**config.mk**
```make
export PLATFORM = sky130hd
export DESIGN_NAME = dram_refresh_seq
export DESIGN_NICKNAME = d
export VERILOG_FILES = /design/src/rtl/dram_refresh_pkg.sv /design/src/rtl/dram_strobe_engine.sv /design/src/rtl/dram_refresh_timer.sv /design/src/rtl/dram_refresh_seq.sv
export SDC_FILE = /design/constraint.sdc
export NUM_CORES = 1
export LEC_CHECK = 0
export ABC_AREA = 1
export CORE_UTILIZATION = 40
export DETAILED_ROUTE_END_ITERATION = 10
export PLACE_DENSITY = 0.63
export SYNTH_ARGS = -nofsm -noshare
export SYNTH_HDL_FRONTEND = slang
export SYNTH_SLANG_ARGS = --single-unit
```
**constraint.sdc**
```tcl
create_clock -name clk -period 2.9 [get_ports clk]
set_input_delay 0.87 -clock clk [delete_from_list [all_inputs] [get_ports clk]]
set_output_delay 0.87 -clock clk [all_outputs]
set_load 0.02 [all_outputs]
```
**src/rtl/dram_refresh_pkg.sv**
```systemverilog
`timescale 1ns/1ps
package dram_refresh_pkg;

    typedef enum logic [1:0] {
        PH_IDLE   = 2'd0,
        PH_SETUP  = 2'd1,
        PH_ACTIVE = 2'd2,
        PH_PRECHG = 2'd3
    } strobe_phase_e;

    typedef enum logic [1:0] {
        MODE_PAUSE = 2'd0,
        MODE_INIT  = 2'd1,
        MODE_RUN   = 2'd2
    } seq_mode_e;

    // minimum durations: round up, never below one cycle
    function automatic int unsigned cycles_at_least(input int unsigned ns, input int unsigned clk_ps);
        longint unsigned ps;
        longint unsigned c;
        ps = longint'(ns) * 1000;
        c  = (ps + longint'(clk_ps) - 1) / longint'(clk_ps);
        if (c < 1) c = 1;
        return int'(c);
    endfunction

    // maximum intervals: round down, never below one cycle
    function automatic int unsigned cycles_at_most(input int unsigned ns, input int unsigned clk_ps);
        longint unsigned c;
        c = (longint'(ns) * 1000) / longint'(clk_ps);
        if (c < 1) c = 1;
        return int'(c);
    endfunction

endpackage

```
**src/rtl/dram_strobe_engine.sv**
```systemverilog
`timescale 1ns/1ps
module dram_strobe_engine
    import dram_refresh_pkg::*;
#(
    parameter int unsigned C_SETUP  = 1,
    parameter int unsigned C_ACTIVE = 3,
    parameter int unsigned C_HOLD   = 1,
    parameter int unsigned C_PRECHG = 2
) (
    input  logic clk,
    input  logic rst_n,
    input  logic start_i,
    output logic ready_o,
    output logic busy_o,
    output logic ras_n_o,
    output logic cas_n_o
);

    localparam int unsigned C_MAX_A = (C_SETUP > C_ACTIVE) ? C_SETUP : C_ACTIVE;
    localparam int unsigned C_MAX   = (C_MAX_A > C_PRECHG) ? C_MAX_A : C_PRECHG;
    localparam int unsigned CW      = $clog2(C_MAX + 1);

    typedef struct packed {
        strobe_phase_e   phase;
        logic [CW-1:0]   cnt;
    } eng_state_t;

    eng_state_t st_d, st_q;
    logic [CW-1:0] len_m1;
    logic          last;

    always_comb begin
        case (st_q.phase)
            PH_SETUP:  len_m1 = CW'(C_SETUP - 1);
            PH_ACTIVE: len_m1 = CW'(C_ACTIVE - 1);
            PH_PRECHG: len_m1 = CW'(C_PRECHG - 1);
            default:   len_m1 = '0;
        endcase
        last = (st_q.cnt == len_m1);

        st_d = st_q;
        case (st_q.phase)
            PH_SETUP: begin
                if (last) begin
                    st_d.phase = PH_ACTIVE;
                    st_d.cnt   = '0;
                end else begin
                    st_d.cnt = st_q.cnt + CW'(1);
                end
            end
            PH_ACTIVE: begin
                if (last) begin
                    st_d.phase = PH_PRECHG;
                    st_d.cnt   = '0;
                end else begin
                    st_d.cnt = st_q.cnt + CW'(1);
                end
            end
            PH_PRECHG: begin
                if (last) begin
                    st_d.phase = PH_IDLE;
                    st_d.cnt   = '0;
                end else begin
                    st_d.cnt = st_q.cnt + CW'(1);
                end
            end
            default: st_d = st_q;
        endcase

        // a new cycle may follow the final precharge clock directly
        ready_o = (st_q.phase == PH_IDLE) || ((st_q.phase == PH_PRECHG) && last);
        if (ready_o && start_i) begin
            st_d.phase = PH_SETUP;
            st_d.cnt   = '0;
        end
    end

    always_ff @(posedge clk or negedge rst_n) begin
        if (!rst_n) begin
            st_q.phase <= PH_IDLE;
            st_q.cnt   <= '0;
        end else begin
            st_q <= st_d;
        end
    end

    assign busy_o  = (st_q.phase != PH_IDLE);
    assign ras_n_o = (st_q.phase != PH_ACTIVE);
    assign cas_n_o = !((st_q.phase == PH_SETUP) ||
                       ((st_q.phase == PH_ACTIVE) && (st_q.cnt < CW'(C_HOLD))));

endmodule

```
**src/rtl/dram_refresh_timer.sv**
```systemverilog
`timescale 1ns/1ps
module dram_refresh_timer #(
    parameter int unsigned C_INTERVAL  = 781,
    parameter int unsigned MAX_PENDING = 4
) (
    input  logic clk,
    input  logic rst_n,
    input  logic en_i,
    input  logic take_i,
    output logic pend_any_o
);

    localparam int unsigned TW = $clog2(C_INTERVAL + 1);
    localparam int unsigned PW = $clog2(MAX_PENDING + 1);

    typedef struct packed {
        logic [TW-1:0] tmr;
        logic [PW-1:0] pend;
    } tmr_state_t;

    tmr_state_t st_d, st_q;
    logic tick;
    logic inc;

    always_comb begin
        st_d = st_q;
        tick = 1'b0;
        inc  = 1'b0;
        if (!en_i) begin
            st_d.tmr  = '0;
            st_d.pend = '0;
        end else begin
            tick     = (st_q.tmr == TW'(C_INTERVAL - 1));
            st_d.tmr = tick ? '0 : st_q.tmr + TW'(1);
            // a full counter keeps its value only when one leaves at the same time
            inc = tick && ((st_q.pend < PW'(MAX_PENDING)) || take_i);
            if (inc && !take_i)      st_d.pend = st_q.pend + PW'(1);
            else if (!inc && take_i) st_d.pend = st_q.pend - PW'(1);
        end
    end

    always_ff @(posedge clk or negedge rst_n) begin
        if (!rst_n) begin
            st_q.tmr  <= '0;
            st_q.pend <= '0;
        end else begin
            st_q <= st_d;
        end
    end

    assign pend_any_o = (st_q.pend != '0);

endmodule

```
**src/rtl/dram_refresh_seq.sv**
```systemverilog
`timescale 1ns/1ps
module dram_refresh_seq
    import dram_refresh_pkg::*;
#(
    parameter int unsigned CLK_PS      = 20000,
    parameter int unsigned PAUSE_NS    = 200000,
    parameter int unsigned REFRESH_NS  = 15625,
    parameter int unsigned TRAS_NS     = 60,
    parameter int unsigned TRP_NS      = 40,
    parameter int unsigned TCP_NS      = 10,
    parameter int unsigned TCSR_NS     = 10,
    parameter int unsigned TCHR_NS     = 10,
    parameter int unsigned INIT_CYCLES = 8,
    parameter int unsigned MAX_PENDING = 4
) (
    input  logic clk,
    input  logic rst_n,
    output logic bus_req,
    input  logic bus_gnt,
    output logic ras_n,
    output logic cas_n,
    output logic we_n,
    output logic oe_n,
    output logic init_done
);

    localparam int unsigned C_PAUSE_CYC = cycles_at_least(PAUSE_NS, CLK_PS);
    localparam int unsigned C_REF_CYC   = cycles_at_most(REFRESH_NS, CLK_PS);
    localparam int unsigned C_RAS_CYC   = cycles_at_least(TRAS_NS, CLK_PS);
    localparam int unsigned C_RPR_CYC   = cycles_at_least(TRP_NS, CLK_PS);
    localparam int unsigned C_CPR_CYC   = cycles_at_least(TCP_NS, CLK_PS);
    localparam int unsigned C_RP_CYC    = (C_RPR_CYC > C_CPR_CYC) ? C_RPR_CYC : C_CPR_CYC;
    localparam int unsigned C_CSR_CYC   = cycles_at_least(TCSR_NS, CLK_PS);
    localparam int unsigned C_CHR_RAW   = cycles_at_least(TCHR_NS, CLK_PS);
    localparam int unsigned C_CHR_CYC   = (C_CHR_RAW > C_RAS_CYC) ? C_RAS_CYC : C_CHR_RAW;
    localparam int unsigned PCW         = $clog2(C_PAUSE_CYC + 1);
    localparam int unsigned SW          = $clog2(INIT_CYCLES + 1);

    typedef struct packed {
        seq_mode_e      mode;
        logic [PCW-1:0] pause_cnt;
        logic [SW-1:0]  started;
        logic           done;
    } seq_state_t;

    seq_state_t st_d, st_q;
    logic eng_start;
    logic eng_ready;
    logic eng_busy;
    logic run_take;
    logic pend_any;

    dram_strobe_engine #(
        .C_SETUP  (C_CSR_CYC),
        .C_ACTIVE (C_RAS_CYC),
        .C_HOLD   (C_CHR_CYC),
        .C_PRECHG (C_RP_CYC)
    ) u_engine (
        .clk     (clk),
        .rst_n   (rst_n),
        .start_i (eng_start),
        .ready_o (eng_ready),
        .busy_o  (eng_busy),
        .ras_n_o (ras_n),
        .cas_n_o (cas_n)
    );

    dram_refresh_timer #(
        .C_INTERVAL  (C_REF_CYC),
        .MAX_PENDING (MAX_PENDING)
    ) u_timer (
        .clk        (clk),
        .rst_n      (rst_n),
        .en_i       (st_q.mode == MODE_RUN),
        .take_i     (run_take),
        .pend_any_o (pend_any)
    );

    always_comb begin
        st_d      = st_q;
        eng_start = 1'b0;
        run_take  = 1'b0;
        case (st_q.mode)
            MODE_PAUSE: begin
                if (st_q.pause_cnt == PCW'(C_PAUSE_CYC - 1)) begin
                    st_d.mode      = MODE_INIT;
                    st_d.pause_cnt = '0;
                end else begin
                    st_d.pause_cnt = st_q.pause_cnt + PCW'(1);
                end
            end
            MODE_INIT: begin
                if (eng_ready && (st_q.started == SW'(INIT_CYCLES))) begin
                    st_d.mode = MODE_RUN;
                    st_d.done = 1'b1;
                end else if (bus_gnt && eng_ready && (st_q.started < SW'(INIT_CYCLES))) begin
                    eng_start    = 1'b1;
                    st_d.started = st_q.started + SW'(1);
                end
            end
            MODE_RUN: begin
                if (bus_gnt && eng_ready && pend_any) begin
                    eng_start = 1'b1;
                    run_take  = 1'b1;
                end
            end
            default: st_d = st_q;
        endcase
    end

    always_ff @(posedge clk or negedge rst_n) begin
        if (!rst_n) begin
            st_q.mode      <= MODE_PAUSE;
            st_q.pause_cnt <= '0;
            st_q.started   <= '0;
            st_q.done      <= 1'b0;
        end else begin
            st_q <= st_d;
        end
    end

    assign bus_req   = (st_q.mode == MODE_INIT) ||
                       ((st_q.mode == MODE_RUN) && (pend_any || eng_busy));
    assign init_done = st_q.done;
    assign we_n      = 1'b1;
    assign oe_n      = 1'b1;

endmodule

```
==> out/metrics.yaml, run 1 <==
status: "finished, final reports clean"
synth.cell_area_mm2: 0.00221
clock_path_buffers: 2
leakagePower_nw: 1.09
synth.distinct_cells: 34
syn2layout_area_growth_pct: 9.58
holdWs_ps: 464
antenna_found_initial: 0
die_y_um: 76.3
required_ps: 2030
die-area_mm2: 0.00582
async_flop_share_pct: 100
setup_tns_ps: 0
yosysWarnings: 0
postRouteAntennaNets: 0
post-route-min-period_ps: 2690
seqPwrFrac_pct: 57.4
io_buffers: 6
ctsHoldBuffers: 0
finClkSkew_ps: 6.99
finalHoldViolations: 0
rsz0062_at_grt: "false"
clk_pin_slew_ps: 80
grt_first_pass_wirelength_um: 7170
start_util_pct: 42.4
p_clk_share_pct: 41.1
internal-power_mw: 0.723
crit_path_end_kind: "primary output"
worst-path-max-fanout: 4
layout-drive-gt1-share_pct: 10.0
ios: 9
p_per_area_mw_per_mm2: 382
avgSynthCellArea_um2: 8.52
fin_ws_ps: 214
nNetsFinal: 288
worstSetupPathType: "register to primary output"
cts-root-buf: "clkbuf_8"
synth_ff_type: "dfrtp_1"
first_global_vias: 1654
post_cts.repair.setup_buffers: 0
antennaDiodeCount: 0
hp-class: "register to register"
num_vias: 1635
grt-ovfl-total: 0
ir_drop_v: 0.000141
final_util_pct: 46.5
clock_sinks: 38
setup-violations-final: 0
cp.arrival_ps: 1820
slew_headroom_pct: 43.7
p_sw_mw: 0.200
clk_latency_ps: 290
synth_edf_count: 0
yosysSeqAreaShare_pct: 43.1
core-area_mm2: 0.00520
power.share.combinational_pct: 1.6
final_cell_mix: "inv_1, nand2_1, dfrtp_1, o21ai_0"
grt_usage_pct: 15.1
synthCells: 259
htreeDepth: 2
cts_made_buffers: 5
ctsResizeCount: 0
std_cell_rows: 26
wirelength_um: 3840
gp_congestion: 0.844
dp_slack_ps: 267
drtIter0Drc: 46
swShare_pct: 21.7
startpoint_type: "register"
viasPerCell: 4.81
worst_pin_slew_ps: 844
wire_per_inst_um: 11.3
synth.ff_latch_count: 38
dpl.hpwl_um: 2830
drc: 0
fin_crit_sh_pct: 92.6
cts_tree: "done"
layout_commonest_cell: "inv_1"
maxSlewViolCount: 0
maxCapViolations: 0
grt_start_max_net_pins: 39
die_w_um: 76.3
dr.pass1.iters: 6
fmax_mhz: 372
==> path summary, 6_finish.rpt <==
kind | startpoint | end | slack (ps) | depth (start not counted)
max | u_engine.st_q[2] | bus_req | 210 | 6
max in group asynchronous | rst_n | st_q[13] | 1680 | 1
min | init_done | init_done | 460 | 2
max reg2reg | u_engine.st_q[2] | u_timer.st_q[1] | 610 | 11
min reg2reg | init_done | init_done | 460 | 2
min in group asynchronous | rst_n | u_timer.st_q[5] | 680 | 1
==> area by class of cell <==
class	count	area (um^2)
fill	526	2790
inverter	44	165
sequential	38	951
clock buffer	7	86.3
timing repair buffer	6	55.1
clock inverter	1	5.00
multi-input combinational	174	1070
tap	70	87.6
==> flip-flops by register name, indices dropped and copies added, names as in the netlist <==
register and cells:
u_engine.st_q 4, st_q 20, init_done 1, u_timer.st_q 13
==> routing by layer <==
metal,vias to the layer above,share of wire (%),track usage [%],routed length (um)
met5,-,0,0,0
met4,0,1.6,4.23,61
met3,8,3.4,3.83,129
met2,21,45,24.3,1740
met1,746,50,20.0,1910
li1,860,-,-,-
==> kinds of logic (layout without fill, tap and decap cells) <==
group / after synthesis / in the layout / synth area share [%]
compound gates: 41 / 41 / 9.98
xor+xnor: 10 / 10 / 3.97
fa+ha+maj: 16 / 16 / 9.41
buf+inv: 48 / 58 / 8.67
simple gates: 105 / 105 / 24.7
flops: 38 / 38 / 43.1
other cells: 1 / 2 / 0.170
==> power by group through the flow <==
stage	Sequential (mW)	Combinational, mW	Clock [mW]
after floorplan	0.540	0.00432	0
after global placement	0.540	0.0160	0
after detailed placement	0.540	0.0161	0
after CTS	0.529	0.0161	0.388
after global routing	0.529	0.0179	0.416
final	0.529	0.0146	0.379
==> synthesized netlist by cell type, types with 4 or more instances <==
| cell type | instances | area [um^2] |
|---|---|---|
| o21ai_1 | 4 | 20.0 |
| nor2_1 | 16 | 60.1 |
| dfrtp_1 | 38 | 951 |
| a21oi_1 | 9 | 45.0 |
| o22ai_1 | 5 | 31.3 |
| nand3_1 | 16 | 80.1 |
| inv_1 | 41 | 154 |
| nand2_2 | 4 | 25.0 |
| ha_1 | 15 | 188 |
| xor2_1 | 7 | 61.3 |
| nand4_1 | 7 | 43.8 |
| o21ai_0 | 19 | 95.1 |
| nand2_1 | 39 | 146 |
| nor3_1 | 4 | 20.0 |
==> through the flow <==
step	power, mW	std cells	area, um^2
CTS	0.933	340	2420
global route	0.963	340	2420
finish	0.923	340	2420
detailed placement	0.556	332	2330
global placement	0.556	332	2330
floorplan	0.544	260	2210
==> worst max-delay path, stage by stage (launching register included) <==
cell	delay [ps]
dfrtp_1	400
inv_1	90
ha_1	190
inv_1	80
o21ai_0	90
nand2_1	70
clkdlybuf4s50_1	590
(Power assumes the default switching activity.)
==> inputs of run 2 (changes only) <==
==> constraint.sdc (replaced) <==
create_clock -name clk -period 2.9 [get_ports clk]
set_input_delay 0.87 -clock clk [delete_from_list [all_inputs] [get_ports clk]]
set_output_delay 0.87 -clock clk [all_outputs]
set_load 0.01 [all_outputs]
==> run 2 against run 1 <==
  * Clock power is 13% higher
  * Critical path depth did not move
  * Die area stayed put
  * Non-clock buffer count did not move
  * Register-to-register slack improved by 80 ps
==> out/metrics.yaml, run 2 (synthesis gave the netlist of run 1 again) <==
layout-drive-gt1-share_pct: 10.4
die-area_mm2: 0.00582
slew_headroom_pct: 42.9
viasPerCell: 4.82
startpoint_type: "register"
cp_cell_sequence: "inv_1, ha_1, inv_1, o21ai_0, nand2_1, clkdlybuf4s50_1"
finClkSkew_ps: 9.32
grt_start_max_net_pins: 39
cts_made_buffers: 5
cpMostUsedCell: "inv_1"
reg2regPathDepth: 11
wirelength_um: 3830
wire_per_inst_um: 11.3
cts_tree: "done"
leakagePower_nw: 1.09
worst_pin_slew_ps: 856
clock_sinks: 38
hp-class: "register to register"
worst-path-max-fanout: 4
first_global_vias: 1603
min_delay_path_depth: 2
num_vias: 1639
cp.arrival_ps: 1780
largest_register_ff_count: 20
grt-ovfl-total: 0
nNetsFinal: 288
maxCapViolations: 0
start_util_pct: 42.4
gp_congestion: 0.846
rsz0062_at_grt: "false"
ios: 9
die_y_um: 76.3
clk_latency_ps: 290
grt_first_pass_wirelength_um: 6930
final_cell_mix: "inv_1, nand2_1, dfrtp_1, o21ai_0"
postRouteAntennaNets: 0
cts-root-buf: "clkbuf_8"
antennaDiodeCount: 0
maxSlewViolCount: 0
finalHoldViolations: 0
ctsHoldBuffers: 0
drtIter0Drc: 92
core-area_mm2: 0.00520
status: "finished, final reports clean"
r2r_start: "u_engine.st_q[2]"
worstSetupPathType: "register to primary output"
cpPeakStageDelay_ps: 530
startpoint: "u_engine.st_q[2]"
regMostFlops: "st_q"
dp_slack_ps: 341
fmax_mhz: 377
post-route-min-period_ps: 2650
layout_commonest_cell: "inv_1"
cpMaxStageDelayCell: "clkdlybuf4s50_1"
grt_usage_pct: 15.0
p_per_area_mw_per_mm2: 398
post_cts.repair.setup_buffers: 0
setup-violations-final: 0
fin_ws_ps: 249
dpl.hpwl_um: 2820
final_util_pct: 46.8
setup_tns_ps: 0
drc: 0
clock_path_buffers: 2
fin_crit_sh_pct: 91.4
ir_drop_v: 0.000217
holdWs_ps: 467
hp-start: "init_done"
dr.pass1.iters: 4
crit_path_end_kind: "primary output"
ctsResizeCount: 0
reg_top3: "st_q x20, u_timer.st_q x13, u_engine.st_q x4"
required_ps: 2030
die_w_um: 76.3
antenna_found_initial: 0
htreeDepth: 2
syn2layout_area_growth_pct: 10.4
io_buffers: 6
std_cell_rows: 26
clk_pin_slew_ps: 80
## run 2: critical path, delay by kind of cell, from the launching register on
| family | cells | cell delay (ps) |
|---|---|---|
| adder cells (fa/ha/maj) | 1 | 200 |
| buffers and inverters | 3 | 710 |
| AO/OA/AOI/OAI | 1 | 90 |
| AND/OR/NAND/NOR | 1 | 70 |
| flip-flops | 1 | 410 |
## run 2: layout make-up
type	count	area, um^2
Clock buffer	8	110
Sequential cell	38	951
Tap cell	70	87.6
Fill cell	513	2770
Timing Repair Buffer	6	55.1
Multi-Input combinational cell	174	1070
Inverter	44	165
## run 2: worst paths after layout
kind	endpoint	slack, ps
worst max register to register	u_timer.st_q[1]	690
min in group asynchronous	init_done	680
worst max-delay path	bus_req	250
worst min-delay path	init_done	470
max in group asynchronous	u_timer.st_q[4]	1680
worst min register to register	init_done	470
## run 2: layer usage
metal  vias up  wire length, um  GRT usage (%)
li1        862                -              -
met1       758             1870           18.5
met2        13             1780           25.1
met3         6              107           4.07
met4         0               64           5.19
met5         -                0              0
## run 2: report_power, final
| group | internal, mW | total [mW] | switching, mW | leakage, nW |
|---|---|---|---|---|
| sequential | 0.530 | 0.530 | 0 | 0.501 |
| combinational | 0.00169 | 0.0135 | 0.0118 | 0.536 |
| clock | 0.240 | 0.428 | 0.188 | 0.0575 |
## run 2: metrics by stage
stage | total power [mW] | area [um^2] | std cells
6_report | 0.971 | 2440 | 340
5_1_grt | 1.01 | 2440 | 340
4_1_cts | 0.989 | 2440 | 340
3_5_place_dp | 0.555 | 2330 | 332
3_3_place_gp | 0.555 | 2330 | 332
2_1_floorplan | 0.543 | 2210 | 260
